<file path="config.mk">
export PLATFORM = sky130hd
export DESIGN_NAME = adj_store
export DESIGN_NICKNAME = d
export VERILOG_FILES = /design/src/rtl/adj_store.sv
export SDC_FILE = /design/constraint.sdc
export NUM_CORES = 1
export LEC_CHECK = 0
export ABC_AREA = 1
export BUFFER_PORTS_ARGS = -buffer_cell sky130_fd_sc_hd__buf_2
export CAP_MARGIN = 20
export CELL_PAD_IN_SITES_DETAIL_PLACEMENT = 0
export CELL_PAD_IN_SITES_GLOBAL_PLACEMENT = 1
export CORE_MARGIN = 1.5
export CORE_UTILIZATION = 40
export CTS_BUF_LIST = sky130_fd_sc_hd__clkbuf_8
export CTS_CLUSTER_DIAMETER = 30
export DETAILED_ROUTE_END_ITERATION = 8
export PLACE_DENSITY_LB_ADDON = 0.2
export SLEW_MARGIN = 0
export SYNTH_ARGS = -nofsm -noshare
export SYNTH_HDL_FRONTEND = slang
export SYNTH_SLANG_ARGS = --single-unit
export TNS_END_PERCENT = 50
</file>
<file path="constraint.sdc">
create_clock -name clk -period 2 [get_ports clk]
set_clock_uncertainty 0.05 [all_clocks]
set_input_delay 0.3 -clock clk [delete_from_list [all_inputs] [get_ports clk]]
set_output_delay 0.3 -clock clk [all_outputs]
set_load 0.02 [all_outputs]
</file>
<file path="src/rtl/adj_store.sv">
module adj_store #(
    parameter int NV = 8,
    localparam int IW = (NV > 1) ? $clog2(NV) : 1
) (
    input  logic                   clk,
    input  logic                   rst_n,
    input  logic                   wr_en,
    input  logic [IW-1:0]          wr_idx,
    input  logic [NV-1:0]          wr_row,
    output logic [NV-1:0][NV-1:0]  rows
);
    always_ff @(posedge clk) begin
        if (!rst_n) begin
            rows <= '0;
        end else if (wr_en && (int'(wr_idx) < NV)) begin
            rows[wr_idx] <= wr_row;
        end
    end

    // an accepted write is found in the addressed row one cycle later
    p_row_write_r2: assert property (@(posedge clk) disable iff (!rst_n)
        (wr_en && (int'(wr_idx) < NV)) |=> (rows[$past(wr_idx)] == $past(wr_row)));
endmodule

</file>
==> qor.txt, run 1 <==
DR iter-0 viols -> 161
# DRC -> 0
Layout cell share with drive strength beyond 1 -> 24.50%
CP Class -> reg -> out
FF+latch count, synth -> 64
1st-pass router iterations -> 4
Post-Syn Area per Cell -> 7.048 µm²
Crit path depth -> 1
Sequential cell area -> 0.001281 mm²
Clk_lat worst skew -> 0.33 ns
GP Congestion -> 0.7261
HPWL after DPL -> 4.371 mm
CP required -> 1.65 ns
Syn Std Cell Area -> 0.002594 mm²
Via count -> 2469
Row cnt -> 29
Mapped Nets -> 382
Final wirelength -> 6.625 mm
Layout fillers -> 699
Fin crit share -> 60.11%
Internal power -> 1.888 mW
Max reg flops -> 64
Initial Util -> 41.08%
Area grow syn2layout -> 22.91%
Worst reg2reg setup slack -> 1.37 ns
Sw frac -> 28.13%
CP bufs+invs -> 1
Sw power -> 0.7389 mW
Arr. time, crit path -> 0.85 ns
Vias/cell -> 4.694
Clock power frac -> 36.2%
Post-synthesis sequential area ratio -> 49.40%
First-pass GRT wire length -> 10.32 mm
CP cell instances -> buf_2
Die area -> 0.006976 mm²
Post-layout utilization of the core -> 50.50%
Pin count of the biggest net entering global routing -> 65
Area of the multi-input gates -> 0.001164 mm²
Mapped Cells -> 368
Cell Pwr Density -> 824.0 mW/mm²
Most common cell after layout, fill and taps aside -> nor2_1
CTS tree -> built
Antenna violations before repair -> 0
Clock Tree Buf Depth -> 2
Sequential share of power -> 51.0%
Io pins -> 78
Worst hold-check path type -> in -> reg
Cell variety after synth -> 13
Hold path depth -> 4
Fin. max-slew vios -> 0
Comb pwr share -> 12.8%
ANT cells -> 0
Worst slew pin tran -> 0.6416 ns
Setup TNS -> 0 ns
Slowest Stage Delay on Critical Path -> 0.35 ns
Final Hold Viols -> 0
YS warnings -> 0
Die Y-Extent -> 83.53 µm
Highest clock rate -> 831.8 MHz
Cells after DPL -> 510
Outcome -> completed
Crit start category -> register
Die span in x -> 83.53 µm
CP top delay family -> flip-flops
Final worst path period need -> 1.202 ns
Critical path capture point type -> output port
# hold bufs at CTS -> 0
Detail Route Antenna Nets -> 0
CTS Buf Count -> 9
Biggest regs -> rows (64)
Slowest-stage cell, CP -> dfxtp_1
PortBufs -> 77
RSZ-0062 raised after global routing -> false
Gr usage total -> 18.85%
CTS resizes -> 0
Leak pwr -> 1.584 nW
Vias in the first global route -> 2095
Max_slew headroom -> 57.18%
Total gr overflow -> 0
Root Buffer Master -> clkbuf_8
Maxcap violations -> 0
# nets final -> 458
H-tree depth reported by CTS -> 3
R2R cell count -> 2
Setup violators final -> 0
Core Box Area -> 0.006314 mm²
CP max FO -> 2
Largest Register -> rows
Total setup buffers inserted after CTS -> 0
Avg WL per Cell -> 12.60 µm
Worst vdd ir -> 0.4618 mV
Post-Layout Cell Count -> 526
Most frequent cells in the layout -> nor2_1, buf_2, nand2_1, dfxtp_1, nand3_1
Reg clk slew, reported paths -> 0.07 ns
Total clock sinks -> 64
## power groups by stage
stage	clock network, mW	logic, mW	registers (mW)
detailed placement	0	0.339	1.37
finish	0.950	0.337	1.34
global placement	0	0.335	1.37
CTS	0.965	0.340	1.34
global route	1.02	0.372	1.34
floorplan	0	0.179	1.42
## cell usage after synthesis
| cell type | instances | area [µm²] |
|---|---|---|
| inv_2 | 2 | 7.510 |
| buf_6 | 3 | 33.78 |
| nand3_1 | 56 | 280.3 |
| nor2_1 | 129 | 484.2 |
| nor2_4 | 6 | 67.56 |
| nor2_2 | 5 | 31.28 |
| nand2_1 | 76 | 285.3 |
| nand2_2 | 2 | 12.51 |
| dfxtp_1 | 64 | 1281 |
| buf_4 | 2 | 15.01 |
| buf_2 | 7 | 35.03 |
| inv_1 | 12 | 45.04 |
| buf_1 | 4 | 15.01 |
## area by class of cell
class                      count  area share, %
clock inverter                 6         0.9027
clock buffer                  10          4.317
inverter                      14          1.648
sequential                    64          40.19
multi-input combinational    274          36.50
timing repair buffer          81          13.42
tap                           77          3.022
## worst reg2reg max path, stage by stage, from the launching register on
cell and delay, ns:
dfxtp_1 0.32, nor2_1 0.11, nor2_1 0.05
## kinds of logic (layout without fill, tap and decap cells)
| logic type | count (synthesis) | in the layout | share of synthesized area [%] |
|---|---|---|---|
| AND/OR/NAND/NOR | 274 | 274 | 44.77 |
| flip-flops | 64 | 64 | 49.40 |
| buffers and inverters | 30 | 111 | 5.836 |
## per-layer routing
layer,vias up,share of wire [%],track usage (%)
li1,1289,-,-
met2,67,47,30.52
met5,-,0,0
met4,0,1.5,8.048
met3,9,6.5,4.055
met1,1104,45,24.41
## per-stage QoR
| stage | cell area (µm²) | power [mW] | hold slack (ns) | setup WS (ns) |
|---|---|---|---|---|
| 2_1_floorplan | 2594 | 1.603 | 0.4972 | 0.9299 |
| 3_3_place_gp | 3022 | 1.704 | 0.4066 | 0.5940 |
| 3_5_place_dp | 3022 | 1.709 | 0.4172 | 0.5475 |
| 4_1_cts | 3188 | 2.645 | 0.3799 | 0.7866 |
| 5_1_grt | 3188 | 2.739 | 0.3919 | 0.7440 |
| 6_report | 3188 | 2.627 | 0.3832 | 0.7978 |
## final timing paths
check	to	startpoint
setup / recovery	rows[5]	rows[5]
hold / removal	rows[58]	rst_n
setup reg to reg	rows[28]	rows[28]
hold reg to reg	rows[42]	rows[42]
No activity file was read; power rests on OpenSTA's default activity.
==> inputs of run 2 (changes only) <==
--- a/config.mk
+++ b/config.mk
@@ -5,13 +5,13 @@
 export SDC_FILE = /design/constraint.sdc
 export NUM_CORES = 1
 export LEC_CHECK = 0
-export ABC_AREA = 1
+export ABC_AREA = 0
 export BUFFER_PORTS_ARGS = -buffer_cell sky130_fd_sc_hd__buf_2
 export CAP_MARGIN = 20
 export CELL_PAD_IN_SITES_DETAIL_PLACEMENT = 0
 export CELL_PAD_IN_SITES_GLOBAL_PLACEMENT = 1
 export CORE_MARGIN = 1.5
-export CORE_UTILIZATION = 40
+export CORE_UTILIZATION = 35
 export CTS_BUF_LIST = sky130_fd_sc_hd__clkbuf_8
 export CTS_CLUSTER_DIAMETER = 30
 export DETAILED_ROUTE_END_ITERATION = 8
==> constraint.sdc (replaced) <==
create_clock -name clk -period 1.1 [get_ports clk]
set_clock_uncertainty 0.05 [all_clocks]
set_input_delay 0.165 -clock clk [delete_from_list [all_inputs] [get_ports clk]]
set_output_delay 0.165 -clock clk [all_outputs]
set_load 0.02 [all_outputs]
==> qor.txt, run 2 <==
Outcome -> finished, violations left
Violated checks -> design-rule violations
Simple-gate share of the synthesized area -> 15.47%
Crit start category -> register
Slowest-stage cell, CP -> dfxtp_1
Area grow syn2layout -> 36.24%
Die span in x -> 85.44 µm
CP cell instances -> buf_2
Arr. time, crit path -> 0.83 ns
# DRC -> 5
CTS Buf Count -> 9
Syn Std Cell Area -> 0.002379 mm²
Comb pwr share -> 10.0%
Clock power frac -> 37.3%
R2R cell count -> 2
Layout fillers -> 630
HPWL after DPL -> 3.910 mm
Avg WL per Cell -> 14.57 µm
Post-synth EDFFs -> 0
Most frequent cells in the layout -> nand2_1, buf_2, mux2i_1, dfxtp_1, buf_4
# nets final -> 331
Slowest Stage Delay on Critical Path -> 0.34 ns
Sequential share of power -> 52.7%
Worst slew pin tran -> 0.2334 ns
Sw frac -> 23.81%
Initial Util -> 36.83%
Pin count of the biggest net entering global routing -> 28
Final worst slack -> 0.05271 ns
Post-synthesis sequential area ratio -> 53.87%
CP max FO -> 2
Layout cell share with drive strength beyond 1 -> 35.20%
Final Hold Viols -> 0
CP top delay family -> flip-flops
Sequential cell area -> 0.001284 mm²
Via count -> 1849
Biggest regs -> rows (64)
Multiplexer area fraction after synthesis -> 26.93%
Max_slew headroom -> 84.41%
Internal power -> 3.462 mW
Gr usage total -> 16.56%
Post-Layout Cell Count -> 398
Largest family of logic cells by synthesized area -> multiplexers
Cells after DPL -> 383
Total setup buffers inserted after CTS -> 0
Fin. max-slew vios -> 0
Main synth FF type -> dfxtp_1
Hold path depth -> 4
Io pins -> 78
WHS -> 0.1998 ns
YS warnings -> 0
Die area -> 0.007299 mm²
Detail Route Antenna Nets -> 0
Critical path capture point type -> output port
CP required -> 0.88 ns
Total gr overflow -> 0
Worst hold-check path type -> in -> reg
Reg2reg start -> rows[52]
Largest cells by area after synthesis -> dfxtp_1, mux2i_1, nand2_1
Core Box Area -> 0.006459 mm²
Cell variety after synth -> 12
CTS tree -> built
Reg clk slew, reported paths -> 0.06 ns
CP Class -> reg -> out
Post-synthesis adder-cell area fraction -> 0%
Worst reg2reg setup slack -> 0.45 ns
Area of the multi-input gates -> 0.001008 mm²
FF+latch count, synth -> 64
Asr flop ratio synth -> 0%
Synth Area in Compound Gates -> 0%
Root Buffer Master -> clkbuf_8
Clock Tree Buf Depth -> 2
H-tree depth reported by CTS -> 3
Yosys top cell by area -> dfxtp_1
Worst vdd ir -> 0.6154 mV
Setup TNS -> 0 ns
Top cell type's share of synthesized area -> 53.87%
Highest clock rate -> 954.8 MHz
Vias in the first global route -> 1745
Maxcap violations -> 0
Xor and xnor area share after synthesis -> 0%
Hold Path Sink -> rows[33]
Mapped Cells -> 223
Fin crit share -> 95.21%
GP Congestion -> 0.6732
DR iter-0 viols -> 67
Post-Syn Area per Cell -> 10.67 µm²
Cell Pwr Density -> 1402 mW/mm²
Final worst path period need -> 1.047 ns
1st-pass router iterations -> 6
Largest Register -> rows
PortBufs -> 77
Most common cell after layout, fill and taps aside -> nand2_1
Die Y-Extent -> 85.44 µm
Reg2Reg Capture Point -> rows[52]
CP bufs+invs -> 1
Commonest cells post-synth -> nand2_1, dfxtp_1, mux2i_1, buf_4, clkbuf_1
Clk_lat worst skew -> 0.32 ns
Top-count cell post-synth -> nand2_1
Final wirelength -> 5.798 mm
Vias/cell -> 4.646
Total clock sinks -> 64
Max reg flops -> 64
Sw power -> 1.082 mW
Setup violators final -> 0
Pre-CTS setup slack -> -0.004897 ns
Leak pwr -> 1.740 nW
Row cnt -> 29
Hold Path Origin -> wr_row[1]
First-pass GRT wire length -> 8.914 mm
Mapped Nets -> 237
ANT cells -> 0
Antenna violations before repair -> 0
-- run 2: cell count changes after synthesis, sizes merged --
cell	previous run	this run
nor2	140	0
mux2i	0	64
nand3	56	0
inv	14	0
buf	16	9
clkbuf	0	6
nand2	78	72
nand4b	0	3
nand4bb	0	2
and4bb	0	1
nand4	0	1
nor4b	0	1
-- run 2: repair_timing --
action	4_1_cts	5_1_grt
endpoints found under the setup margin	0	12
hold buffers	0	0
gates resized for setup	0	14
-- run 2: per-layer routing --
layer,global-route usage (%),wire [µm],vias up
li1,-,-,931
met1,20.50,2619,849
met2,25.27,2656,59
met3,5.837,432,10
met4,8.798,89,0
met5,0,0,-
-- run 2: through the flow --
step	instance area, µm²	util, %	power [mW]
floorplan	2379	-	2.670
global placement	3042	47.09	2.900
detailed placement	3042	47.09	2.901
CTS	3208	49.67	4.615
global route	3241	50.17	4.759
finish	3241	50.17	4.545
-- run 2: logic make-up (layout without fill, tap and decap cells) --
logic type | count (synthesis) | in the layout
buf+inv | 15 | 113
flops | 64 | 64
mux | 64 | 64
simple gates | 80 | 80
-- run 2: final cells by class --
| type | instances | share of cell area (%) |
|---|---|---|
| multi-input combinational | 144 | 31.12 |
| tap | 77 | 2.973 |
| timing repair buffer | 98 | 21.16 |
| clock inverter | 4 | 0.4633 |
| clock buffer | 11 | 4.672 |
| sequential | 64 | 39.61 |
-- run 2: worst max-delay path by stage --
stage / start / endpoint / depth (start not counted)
2_1_floorplan: wr_idx[2] / rows[0] / 3
3_3_place_gp: wr_idx[2] / rows[7] / 4
3_5_place_dp: wr_idx[1] / rows[5] / 4
4_1_cts: rows[14] / rows[14] / 1
5_1_grt: rows[58] / rows[58] / 1
6_report: rows[8] / rows[8] / 1
-- run 2: power by group through the flow --
stage | Combinational (mW) | Clock (mW) | Sequential [mW]
floorplan | 0.162 | 0 | 2.51
finish | 0.455 | 1.70 | 2.39
global placement | 0.454 | 0 | 2.45
global route | 0.488 | 1.87 | 2.40
CTS | 0.457 | 1.76 | 2.39
detailed placement | 0.456 | 0 | 2.45
